$ cat config.mk
export PLATFORM = sky130hd
export DESIGN_NAME = osd_region_selector
export DESIGN_NICKNAME = d
export VERILOG_FILES = /design/src/rtl/osd_sel_pkg.sv /design/src/rtl/osd_sel_regs.sv /design/src/rtl/osd_sel_pick.sv /design/src/rtl/osd_sel_addr.sv /design/src/rtl/osd_sel_inv.sv /design/src/rtl/osd_region_selector.sv
export SDC_FILE = /design/constraint.sdc
export NUM_CORES = 2
export LEC_CHECK = 0
export BUFFER_PORTS_ARGS = -buffer_cell sky130_fd_sc_hd__buf_4
export CAP_MARGIN = 20
export CORE_MARGIN = 8
export CORE_UTILIZATION = 40
export CTS_BUF_LIST = sky130_fd_sc_hd__clkbuf_4 sky130_fd_sc_hd__clkbuf_8
export DETAILED_ROUTE_END_ITERATION = 16
export PLACE_DENSITY = 0.62
export SYNTH_ARGS = -nofsm -noshare
export SYNTH_HDL_FRONTEND = slang
export SYNTH_SLANG_ARGS = --single-unit
$ cat constraint.sdc
create_clock -name clk -period 14.3 [get_ports clk]
set_input_delay 2.86 -clock clk [delete_from_list [all_inputs] [get_ports clk]]
set_output_delay 2.86 -clock clk [all_outputs]
set_load 0.01 [all_outputs]
$ cat src/rtl/osd_sel_pkg.sv
package osd_sel_pkg;
  localparam int N_RGN = 8;
  localparam int CRD_W = 8;
  localparam int THR_W = 4;
  localparam int PIX_W = THR_W + 4;
  localparam int AW    = 32;
  localparam int DW    = 32;
  localparam int BLK_SHIFT = 8;

  localparam logic [THR_W-1:0] THR_RST = '1;

  typedef struct packed {
    logic              en;
    logic              linv;
    logic              cinv;
    logic              typ_or;
    logic              lmsk;
    logic              cmsk;
    logic [THR_W-1:0]  thr;
    logic [CRD_W-1:0]  lt_x;
    logic [CRD_W-1:0]  lt_y;
    logic [CRD_W-1:0]  rb_x;
    logic [CRD_W-1:0]  rb_y;
    logic [AW-5:0]     base_hi;
  } rgn_cfg_t;
endpackage

$ cat src/rtl/osd_sel_regs.sv
module osd_sel_regs
  import osd_sel_pkg::*;
#(
  parameter int NUM_RGN = N_RGN,
  parameter int RA_W    = 5
) (
  input  logic            clk,
  input  logic            rst,
  input  logic            wr_en,
  input  logic [RA_W-1:0] wr_addr,
  input  logic [DW-1:0]   wr_data,
  output rgn_cfg_t        cfg [NUM_RGN],
  output logic            align_err
);
  localparam logic [RA_W-1:0] A_EN   = RA_W'(0);
  localparam logic [RA_W-1:0] A_LINV = RA_W'(1);
  localparam logic [RA_W-1:0] A_CINV = RA_W'(2);
  localparam logic [RA_W-1:0] A_TYP  = RA_W'(3);
  localparam logic [RA_W-1:0] A_LMSK = RA_W'(4);
  localparam logic [RA_W-1:0] A_CMSK = RA_W'(5);
  localparam logic [RA_W-1:0] A_THR  = RA_W'(6);
  localparam int CRN_OFS = 8;
  localparam int BAS_OFS = CRN_OFS + NUM_RGN;

  rgn_cfg_t cfg_q [NUM_RGN];
  logic     err_q;
  logic     base_wr;

  always_comb begin
    base_wr = 1'b0;
    for (int i = 0; i < NUM_RGN; i++)
      if (wr_addr == RA_W'(BAS_OFS + i)) base_wr = 1'b1;
  end

  always_ff @(posedge clk) begin
    if (rst) begin
      for (int i = 0; i < NUM_RGN; i++) begin
        cfg_q[i]     <= '0;
        cfg_q[i].thr <= THR_RST;
      end
    end else if (wr_en) begin
      for (int i = 0; i < NUM_RGN; i++) begin
        if (wr_addr == A_EN)   cfg_q[i].en     <= wr_data[i];
        if (wr_addr == A_LINV) cfg_q[i].linv   <= wr_data[i];
        if (wr_addr == A_CINV) cfg_q[i].cinv   <= wr_data[i];
        if (wr_addr == A_TYP)  cfg_q[i].typ_or <= wr_data[i];
        if (wr_addr == A_LMSK) cfg_q[i].lmsk   <= wr_data[i];
        if (wr_addr == A_CMSK) cfg_q[i].cmsk   <= wr_data[i];
        if (wr_addr == A_THR)  cfg_q[i].thr    <= wr_data[THR_W*i +: THR_W];
        if (wr_addr == RA_W'(CRN_OFS + i)) begin
          cfg_q[i].lt_x <= wr_data[0       +: CRD_W];
          cfg_q[i].lt_y <= wr_data[CRD_W   +: CRD_W];
          cfg_q[i].rb_x <= wr_data[2*CRD_W +: CRD_W];
          cfg_q[i].rb_y <= wr_data[3*CRD_W +: CRD_W];
        end
        if (wr_addr == RA_W'(BAS_OFS + i)) cfg_q[i].base_hi <= wr_data[AW-1:4];
      end
    end
  end

  always_ff @(posedge clk) begin
    if (rst)                                          err_q <= 1'b0;
    else if (wr_en && base_wr && (wr_data[3:0] != 4'h0)) err_q <= 1'b1;
  end

  assign cfg       = cfg_q;
  assign align_err = err_q;
endmodule

$ cat src/rtl/osd_sel_pick.sv
module osd_sel_pick
  import osd_sel_pkg::*;
#(
  parameter int NUM_RGN = N_RGN,
  parameter int IDX_W   = $clog2(NUM_RGN)
) (
  input  rgn_cfg_t          cfg [NUM_RGN],
  input  logic [CRD_W-1:0]  mbx,
  input  logic [CRD_W-1:0]  mby,
  output logic              hit,
  output logic [IDX_W-1:0]  idx
);
  logic [NUM_RGN-1:0] hv;

  for (genvar g = 0; g < NUM_RGN; g++) begin : g_hit
    assign hv[g] = cfg[g].en &&
                   (mbx >= cfg[g].lt_x) && (mbx <= cfg[g].rb_x) &&
                   (mby >= cfg[g].lt_y) && (mby <= cfg[g].rb_y);
  end

  always_comb begin
    hit = 1'b0;
    idx = '0;
    for (int i = NUM_RGN - 1; i >= 0; i--) begin
      if (hv[i]) begin
        hit = 1'b1;
        idx = IDX_W'(i);
      end
    end
  end
endmodule

$ cat src/rtl/osd_sel_addr.sv
module osd_sel_addr
  import osd_sel_pkg::*;
(
  input  rgn_cfg_t          sel,
  input  logic [CRD_W-1:0]  mbx,
  input  logic [CRD_W-1:0]  mby,
  output logic [AW-1:0]     addr
);
  localparam int OFS_W = 2 * CRD_W + 1;

  logic [CRD_W-1:0] row;
  logic [CRD_W-1:0] col;
  logic [CRD_W:0]   wid;
  logic [OFS_W-1:0] blk;

  always_comb begin
    row  = mby - sel.lt_y;
    col  = mbx - sel.lt_x;
    wid  = {1'b0, sel.rb_x} - {1'b0, sel.lt_x} + (CRD_W+1)'(1);
    blk  = (OFS_W'(row) * OFS_W'(wid)) + OFS_W'(col);
    addr = {sel.base_hi, 4'h0} + (AW'(blk) << BLK_SHIFT);
  end
endmodule

$ cat src/rtl/osd_sel_inv.sv
module osd_sel_inv
  import osd_sel_pkg::*;
(
  input  rgn_cfg_t          sel,
  input  logic [PIX_W-1:0]  bg_l,
  input  logic [PIX_W-1:0]  fg_l,
  input  logic [PIX_W-1:0]  bg_c,
  input  logic [PIX_W-1:0]  fg_c,
  output logic              inv_l,
  output logic              inv_c
);
  logic [PIX_W-1:0] d_l;
  logic [PIX_W-1:0] d_c;
  logic [PIX_W-1:0] lim;
  logic             ok_l;
  logic             ok_c;
  logic             join_ok;

  always_comb begin
    d_l     = (bg_l > fg_l) ? (bg_l - fg_l) : (fg_l - bg_l);
    d_c     = (bg_c > fg_c) ? (bg_c - fg_c) : (fg_c - bg_c);
    lim     = {sel.thr, 4'h0};
    ok_l    = sel.lmsk || (d_l < lim);
    ok_c    = sel.cmsk || (d_c < lim);
    join_ok = sel.typ_or ? (ok_l || ok_c) : (ok_l && ok_c);
    inv_l   = sel.linv && join_ok;
    inv_c   = sel.cinv && join_ok;
  end
endmodule

$ cat src/rtl/osd_region_selector.sv
module osd_region_selector
  import osd_sel_pkg::*;
#(
  parameter  int NUM_RGN = N_RGN,
  localparam int RA_W    = $clog2(8 + 2 * NUM_RGN),
  localparam int IDX_W   = $clog2(NUM_RGN)
) (
  input  logic              clk,
  input  logic              rst,
  input  logic              wr_en,
  input  logic [RA_W-1:0]   wr_addr,
  input  logic [DW-1:0]     wr_data,
  input  logic              q_valid,
  input  logic [CRD_W-1:0]  q_mbx,
  input  logic [CRD_W-1:0]  q_mby,
  input  logic [PIX_W-1:0]  q_bg_luma,
  input  logic [PIX_W-1:0]  q_fg_luma,
  input  logic [PIX_W-1:0]  q_bg_chroma,
  input  logic [PIX_W-1:0]  q_fg_chroma,
  output logic              o_valid,
  output logic              o_hit,
  output logic [IDX_W-1:0]  o_region,
  output logic [AW-1:0]     o_addr,
  output logic              o_inv_luma,
  output logic              o_inv_chroma,
  output logic              align_err
);
  rgn_cfg_t          cfg [NUM_RGN];
  rgn_cfg_t          sel;
  logic              hit;
  logic [IDX_W-1:0]  idx;
  logic [AW-1:0]     addr;
  logic              inv_l;
  logic              inv_c;

  osd_sel_regs #(.NUM_RGN(NUM_RGN), .RA_W(RA_W)) u_regs (
    .clk       (clk),
    .rst       (rst),
    .wr_en     (wr_en),
    .wr_addr   (wr_addr),
    .wr_data   (wr_data),
    .cfg       (cfg),
    .align_err (align_err)
  );

  osd_sel_pick #(.NUM_RGN(NUM_RGN), .IDX_W(IDX_W)) u_pick (
    .cfg (cfg),
    .mbx (q_mbx),
    .mby (q_mby),
    .hit (hit),
    .idx (idx)
  );

  assign sel = cfg[idx];

  osd_sel_addr u_addr (
    .sel  (sel),
    .mbx  (q_mbx),
    .mby  (q_mby),
    .addr (addr)
  );

  osd_sel_inv u_inv (
    .sel   (sel),
    .bg_l  (q_bg_luma),
    .fg_l  (q_fg_luma),
    .bg_c  (q_bg_chroma),
    .fg_c  (q_fg_chroma),
    .inv_l (inv_l),
    .inv_c (inv_c)
  );

  always_ff @(posedge clk) begin
    if (rst) begin
      o_valid      <= 1'b0;
      o_hit        <= 1'b0;
      o_region     <= '0;
      o_addr       <= '0;
      o_inv_luma   <= 1'b0;
      o_inv_chroma <= 1'b0;
    end else begin
      o_valid      <= q_valid;
      o_hit        <= q_valid && hit;
      o_region     <= (q_valid && hit) ? idx : '0;
      o_addr       <= (q_valid && hit) ? addr : '0;
      o_inv_luma   <= q_valid && hit && inv_l;
      o_inv_chroma <= q_valid && hit && inv_c;
    end
  end
endmodule

Word-level counts from Yosys, hierarchy flattened
Index checks and enable logic that the tools add are counted.
{"block": "word_totals", "reg_bits": 600, "input_bits": 89, "out_inout_bits": 40, "wordCells": 274}
{"block": "op_classes", "n_addsub": 10, "mul": 1, "magnitude_cmp": 37, "n_eq_ne": 22, "mux": 30, "bitwise": 2, "reduce_logical": 69}
{"operator": "70-bit binary-select mux with 3-bit select", "n": 1}
{"operator": "69-bit two-way mux", "n": 2}
{"operator": "8-bit >= comparator", "n": 16}
{"operator": "8-bit less-or-equal comparator", "n": 16}
{"operator": "8-bit subtractor", "n": 6}
{"operator": "2-bit AND reduction", "n": 23}
{"operator": "5-bit by 4-bit == test with 1-bit output (second input constant)", "n": 8}
{"operator": "5-bit == test (second input constant)", "n": 8}
{"operator": "1-bit logical AND", "n": 40}
{"operator": "32-bit by 25-bit adder with 32-bit output", "n": 1}
{"operator": "3-bit two-way mux", "n": 8}
{"operator": "17-bit by 8-bit adder with 17-bit output", "n": 1}
{"operator": "8-bit by 9-bit multiplier with 17-bit output", "n": 1}
{"operator": "1-bit two-way mux", "n": 17}
{"operator": "8-bit > comparator", "n": 2}
{"operator": "8-bit less-than comparator", "n": 2}
{"operator": "8-bit two-way mux", "n": 2}
{"operator": "5-bit by 3-bit == test with 1-bit output (second input constant)", "n": 3}
{"operator": "5-bit by 2-bit == test with 1-bit output (second input constant)", "n": 2}
{"operator": "9-bit by 1-bit adder with 9-bit output (second input constant)", "n": 1}
{"operator": "8-bit by 8-bit subtractor with 9-bit output", "n": 1}
{"operator": "5-bit by 1-bit == test with 1-bit output (second input constant)", "n": 1}
{"operator": "5-bit zero test", "n": 1}
{"operator": "4-bit >= comparator (second input constant)", "n": 1}
{"operator": "5 further kinds", "n": 7}

Longest topological paths before layout
{"block": "logic_depth", "ltp_word": 23, "depth_mapped": 56, "ltp_nobuf": 52}

Hierarchy
Synthesis repeated with hierarchy kept, for this count alone.
{"block": "unflattened", "cells_unflattened": 3882, "area_unflattened_um2": 39116.3}
{"module": "osd_sel_regs", "n_inst": 1, "cells_per_inst": 1968, "area_per_inst_um2": 21818.4, "seq_area_each_um2": 11230.8}
{"module": "osd_sel_pick", "n_inst": 1, "cells_per_inst": 848, "area_per_inst_um2": 6282.3, "seq_area_each_um2": 0.0}
{"module": "osd_region_selector", "n_inst": 1, "cells_per_inst": 332, "area_per_inst_um2": 5226.3, "seq_area_each_um2": 780.7}
{"module": "osd_sel_addr", "n_inst": 1, "cells_per_inst": 573, "area_per_inst_um2": 4578.1, "seq_area_each_um2": 0.0}
{"module": "osd_sel_inv", "n_inst": 1, "cells_per_inst": 161, "area_per_inst_um2": 1211.2, "seq_area_each_um2": 0.0}

Worst setup path after synthesis
Ideal clock, no wire load.
{"block": "synth_timing", "path_type": "input to register", "from": "in q_mby[0]", "to": "reg o_addr[31]", "setup_ps": 71, "arrival_ps": 12961, "required_time_ps": 14229, "slack_ps": 1268, "stages": 55, "n_path_buf": 5, "cell_sequence": "inv_1 > ha_1 > nand2b_1 > a211oi_1 > o21ai_0 > a31o_1 > and4_1 > a211oi_1 > a221o_1 > buf_6 > buf_6 > buf_6 > buf_2 > buf_2 > nand2_1 > o211ai_1 > a31o_2 > inv_1 > [19 not listed] > inv_1 > o21bai_1 > a21oi_1 > nor2b_1 > o21a_1 > o21ai_0 > nand2b_1 > a21oi_1 > o21bai_1 > a21oi_1 > xnor2_1 > ha_1 > or2_2 > a21oi_1 > a21o_1 > nor2_1 > a21o_1 > a21oi_1"}
{"block": "synth_between", "elab_chain_cells": 20, "elab_cells_between_ends": 62, "cone_classes": "6 x add/sub; 1 x mul; 16 x order compare; 19 x mux; 2 x bitwise; 18 x reduce/logical"}
{"element": "start: declaration", "line_no": "osd_region_selector.sv:15", "source": "input logic [CRD_W-1:0] q_mby,"}
{"element": "8-bit >= comparator", "line_no": "osd_sel_pick.sv:18", "source": "(mby >= cfg[g].lt_y) && (mby <= cfg[g].rb_y);"}
{"element": "1-bit logical AND", "line_no": "osd_sel_pick.sv:17", "source": "(mbx >= cfg[g].lt_x) && (mbx <= cfg[g].rb_x) &&"}
{"element": "1-bit logical AND", "line_no": "osd_sel_pick.sv:18"}
{"element": "3-bit two-way mux (8 in series)", "line_no": "osd_sel_pick.sv:25", "source": "if (hv[i]) begin"}
{"element": "3-bit NOT with 4-bit output (implied by the code)", "line_no": "osd_region_selector.sv:54", "source": "assign sel = cfg[idx];"}
{"element": "70-bit binary-select mux with 3-bit select", "line_no": "osd_region_selector.sv:54"}
{"element": "69-bit two-way mux (implied by the code) (2 in series)", "line_no": "osd_region_selector.sv:54"}
{"element": "8-bit by 8-bit subtractor with 9-bit output", "line_no": "osd_sel_addr.sv:19", "source": "wid = {1'b0, sel.rb_x} - {1'b0, sel.lt_x} + (CRD_W+1)'(1);"}
{"element": "9-bit by 1-bit adder with 9-bit output", "line_no": "osd_sel_addr.sv:19"}
{"element": "8-bit by 9-bit multiplier with 17-bit output", "line_no": "osd_sel_addr.sv:20", "source": "blk = (OFS_W'(row) * OFS_W'(wid)) + OFS_W'(col);"}
{"element": "17-bit by 8-bit adder with 17-bit output", "line_no": "osd_sel_addr.sv:20"}
{"element": "32-bit by 25-bit adder with 32-bit output", "line_no": "osd_sel_addr.sv:21", "source": "addr = {sel.base_hi, 4'h0} + (AW'(blk) << BLK_SHIFT);"}
{"element": "end signal: assignment", "line_no": "osd_region_selector.sv:85", "source": "o_addr <= (q_valid && hit) ? addr : '0;"}
{"element": "end: declaration", "line_no": "osd_region_selector.sv:23", "source": "output logic [AW-1:0] o_addr,"}
Parallel ways exist; a longest one is shown, timed or not. The select of a mux whose other input is x is not followed.
A chain may end at the register's enable or synchronous reset.

Final worst setup path
{"block": "layout_timing", "from": "in q_mbx[0]", "to": "reg o_addr[29]"}
{"block": "layout_between", "elab_chain_cells": 22, "elab_cells_between_ends": 78, "cone_classes": "6 x add/sub; 1 x mul; 16 x order compare; 19 x mux; 2 x bitwise; 34 x reduce/logical"}
{"element": "start: declaration", "line_no": "osd_region_selector.sv:14", "source": "input logic [CRD_W-1:0] q_mbx,"}
{"element": "8-bit >= comparator", "line_no": "osd_sel_pick.sv:17"}
{"element": "1-bit logical AND", "line_no": "osd_sel_pick.sv:16", "source": "assign hv[g] = cfg[g].en &&"}
{"element": "1-bit logical AND (2 in series)", "line_no": "osd_sel_pick.sv:17"}
{"element": "1-bit logical AND", "line_no": "osd_sel_pick.sv:18"}
{"element": "3-bit two-way mux (8 in series)", "line_no": "osd_sel_pick.sv:25"}
{"element": "3-bit NOT with 4-bit output (implied by the code)", "line_no": "osd_region_selector.sv:54"}
{"element": "70-bit binary-select mux with 3-bit select", "line_no": "osd_region_selector.sv:54"}
{"element": "69-bit two-way mux (implied by the code) (2 in series)", "line_no": "osd_region_selector.sv:54"}
{"element": "8-bit by 8-bit subtractor with 9-bit output", "line_no": "osd_sel_addr.sv:19"}
{"element": "9-bit by 1-bit adder with 9-bit output", "line_no": "osd_sel_addr.sv:19"}
{"element": "8-bit by 9-bit multiplier with 17-bit output", "line_no": "osd_sel_addr.sv:20"}
{"element": "17-bit by 8-bit adder with 17-bit output", "line_no": "osd_sel_addr.sv:20"}
{"element": "32-bit by 25-bit adder with 32-bit output", "line_no": "osd_sel_addr.sv:21"}
Parallel ways exist; a longest one is shown, timed or not. The select of a mux whose other input is x is not followed.

==> summary by stage <==
CTS
The quantity of gates resized following cts is 0. The clock tree synthesis step divided the H-tree into 3 levels. The count of clock tree sinks is a little under 600. Buffers added to address setup during post-CTS repair amount to 0. The CTS clock-pin slew for the worst setup and hold paths is around 0.06 ns. For this design, the CTS-stage hold fixing added 0 buffers.

No sink is reached through more buffers than the 3 on the longest clock path. The TritonCTS buffer count is roughly 100. The TritonCTS clock tree is done. The insertion delay to the later sink of the worst-skew pair is about 0.77 ns.

The tree is rooted in a sky130_fd_sc_hd__clkbuf_8.

Worst setup path
The critical path is of the in -> reg type. In this design, the stage delay of the slowest critical-path cell is around 0.54 ns. The launch point of the critical path is q_mbx[0]. The required time at the endpoint of the critical path is approximately 15 ns.

STA classifies the critical path endpoint as a flop. Counting stages on the worst path, the most repeated cell is sky130_fd_sc_hd__a21oi_1. The maximum fanout encountered on the critical timing path is 28. The kind of launch point of the worst setup path is an input port. The arrival time at the worst endpoint is around 14 ns. The critical path's slowest cell is sky130_fd_sc_hd__fa_1. The startpoint of the worst register-to-register path is u_regs.cfg[255]$_SDFFE_PP0P_.

Floorplan
The number of placement rows is 110. The total I/O pin count is approximately 130. The height of the die is ~320 um. The core box area is about 90000 um^2. The initial utilization of the core area, before any placement, comes to 0.4021. The total die area is roughly 100000 um^2. The die is around 320 um wide.

GRT
The first global-routing pass estimated roughly 190000 um of wire. The global routing usage summed across all routing layers is 0.2373. Entering global routing, the biggest net connects roughly 110 pins.

The number of antenna violations at the first check in global routing was 5. The via count of the first global-routing pass is around 31000. For this run the aggregate overflow at the end of global routing stands at 0.

Synthesis
Counting flops and latches in the post-synthesis netlist gives just under 600. The synthesized instance count is 4786. In this run, synthesis inferred 0 flip-flops with an integrated enable. In this run the mean area of a mapped cell was 7.539 um^2. The summed instance area of the synthesized netlist is 36080 um^2. The most instantiated flip-flop cell in the synthesis netlist is sky130_fd_sc_hd__dfxtp_1. Synthesis instantiated 71 different standard cells from the library.

The share of the Yosys chip area taken by registers is 0.3307. The async set-or-reset flop fraction in the synthesized netlist is 0. Yosys printed 0 warnings.

Power and ir drop
The analysis attributes to cell leakage a power of approximately 15 nW. The worst vdd rail ir drop is 70.74 uV. The ratio of total power to cell area is ~100 nW/um^2. The design draws 0.004019 W.

Drt
The number of nets with antenna violations after routing is 0. The detailed router finished its first iteration with around 2800 violations. The total wire length is about 120000 um. The detailed router placed about 33000 vias in this run.

The vias per cell is between 5 and 6. The post-detailed-route DRC marker count is 0. For this run, the detailed router's first-pass iteration total came to 6. After detailed routing, the average wire length per cell comes to roughly 20 um.

STA
For the pin with the worst max-slew slack, the measured transition is around 1.1 ns. Setup repair after global routing left no endpoint under its margin. The total count of hold-check failures in the final report is 0.

After layout, the minimum clock period comes to roughly 14 ns. Across the routed clock network, the largest skew measured is slightly below 0.05 ns. The maximum achievable frequency is 0.07381 GHz. The final max-slew violation count is 0. The worst relative slew slack is 0.2710. Setup violations remaining at the end of the flow were counted as 0.

The part of the cycle the worst path needs is 0.9474. The total negative slack for setup checks is 0 ns. The final worst setup slack is between 0.7 and 0.8 ns.

Placement
The worst setup slack before clock tree synthesis is 0.2026 ns. Routability-driven placement finished with a final weighted congestion of roughly 0.93. The area after detailed placement is ~38000 um^2. The cell count after placement is approximately 5900. Once detailed placement completed, the half-perimeter wirelength came to around 80000 um. During placement, the flow inserted port buffers numbering about 120.

Finish
Of the cells placed in the final design, the portion with a size suffix greater than 1 is 0.09656. The area growth from synthesis to layout is 11.84%. The net count reported at finish is 5325.

Once layout is complete, the cells apart from fillers number roughly 6100. The cell area after layout is 40350 um^2.

Status
The flow ran to the end, and the final reports show no timing, DRC or antenna violations.

Worst hold path
The class of the tightest hold or removal check is reg -> reg. The startpoint identified for the worst hold timing path is u_regs.cfg[237]$_SDFFE_PP0P_.

Run
The tool flagged a number of max-cap violations equal to 0.
[power breakdown]
group | switching, W | total (W) | internal [W]
Combinational | 0.000415 | 0.000667 | 0.000252
Clock | 0.000753 | 0.00167 | 0.000918
Sequential | 0.00000751 | 0.00168 | 0.00167
Total | 0.00118 | 0.00402 | 0.00284
[path summary, 6_finish.rpt]
path / slack, ns / depth (start not counted) / end
min: 0.45 / 2 / u_regs.cfg[237]$_SDFFE_PP0P_
max: 0.75 / 52 / o_addr[29]$_SDFF_PP0_
min reg2reg: 0.45 / 2 / u_regs.cfg[237]$_SDFFE_PP0P_
max reg2reg: 2.84 / 51 / o_addr[29]$_SDFF_PP0_
[metrics by stage]
stage          hold slack, ns  utilization
2_1_floorplan          0.4317            -
5_1_grt                0.4644       0.4497
3_5_place_dp           0.4424       0.4248
3_3_place_gp           0.4389       0.4246
6_report               0.4512       0.4497
4_1_cts                0.4512       0.4495
[final cells by class]
type                            count  area (um^2)
Antenna cell                        3        7.507
Clock buffer                      168         2062
Clock inverter                     18        153.9
Fill cell                        9081        49380
Inverter                          366         1374
Multi-Input combinational cell   3525        21680
Sequential cell                   596        11930
Tap cell                         1176         1471
Timing Repair Buffer              215         1667
[kinds of logic after synthesis]
logic type               synth area share
AND/OR/NAND/NOR                    0.2103
AO/OA/AOI/OAI                      0.1658
buffers and inverters             0.07210
flip-flops                         0.3307
adder cells (fa/ha/maj)            0.1604
multiplexers                      0.04512
XOR/XNOR                          0.01550
other                           0.0001039
[cell usage after synthesis (29+ instances only)]
cell type	number	area share
sky130_fd_sc_hd__nand2_1	1375	0.14
sky130_fd_sc_hd__a21oi_1	631	0.088
sky130_fd_sc_hd__dfxtp_1	596	0.33
sky130_fd_sc_hd__ha_1	376	0.13
sky130_fd_sc_hd__inv_1	366	0.038
sky130_fd_sc_hd__clkbuf_1	251	0.026
sky130_fd_sc_hd__o21ai_0	154	0.021
sky130_fd_sc_hd__nor2_1	143	0.015
sky130_fd_sc_hd__mux2i_1	121	0.034
sky130_fd_sc_hd__nand3_1	93	0.013
sky130_fd_sc_hd__o211ai_1	61	0.013
sky130_fd_sc_hd__fa_1	54	0.030
sky130_fd_sc_hd__a21o_1	47	0.0098
sky130_fd_sc_hd__nand2b_1	40	0.0069
sky130_fd_sc_hd__xnor2_1	40	0.0097
sky130_fd_sc_hd__nand4_1	37	0.0064
sky130_fd_sc_hd__nor2b_1	37	0.0064
sky130_fd_sc_hd__nand3b_1	33	0.0069
sky130_fd_sc_hd__a31oi_1	31	0.0054
sky130_fd_sc_hd__a211oi_1	29	0.0060
[metal layers]
layer / routed length, um / track usage / up-vias
met3: 9665 / 0.03902 / 222
met4: 3990 / 0.08840 / 4
met5: 34 / 0 / -
met1: 53940 / 0.3241 / 15450
met2: 53870 / 0.3750 / 1185
li1: - / - / 15950
[layout by cell type (no fill, tap or decap), drive strengths merged, types with 8 or more instances in the layout]
cell,n
o21ai,160
nand2,1375
a211o,8
mux2i,121
xor2,23
inv,372
dfxtp,596
nand4,38
ha,376
or2,9
clkinv,11
buf,214
a21o,47
nand2b,40
a21oi,632
a31oi,32
nor3,22
mux4,15
nor2b,37
o21bai,13
nand3b,33
a211oi,29
a311oi,8
o211ai,62
xnor2,40
nand3,93
nor2,144
and2,15
fa,54
clkbuf,169
o21a,20
[flip-flops by register name, indices dropped and copies added (netlist names)]
register          count
o_addr               28
o_hit                 1
o_inv_chroma          1
o_inv_luma            1
o_region              3
o_valid               1
u_regs.align_err      1
u_regs.cfg          560
[worst max-delay path: cells and delay by family]
family          cells  cell delay, ns
simple gates       10            1.25
fa+ha+maj           9            3.42
xor+xnor            3            0.54
mux                 1            0.20
buf+inv             9            1.37
compound gates     20            4.47
No activity file was read; power rests on OpenSTA's default activity.
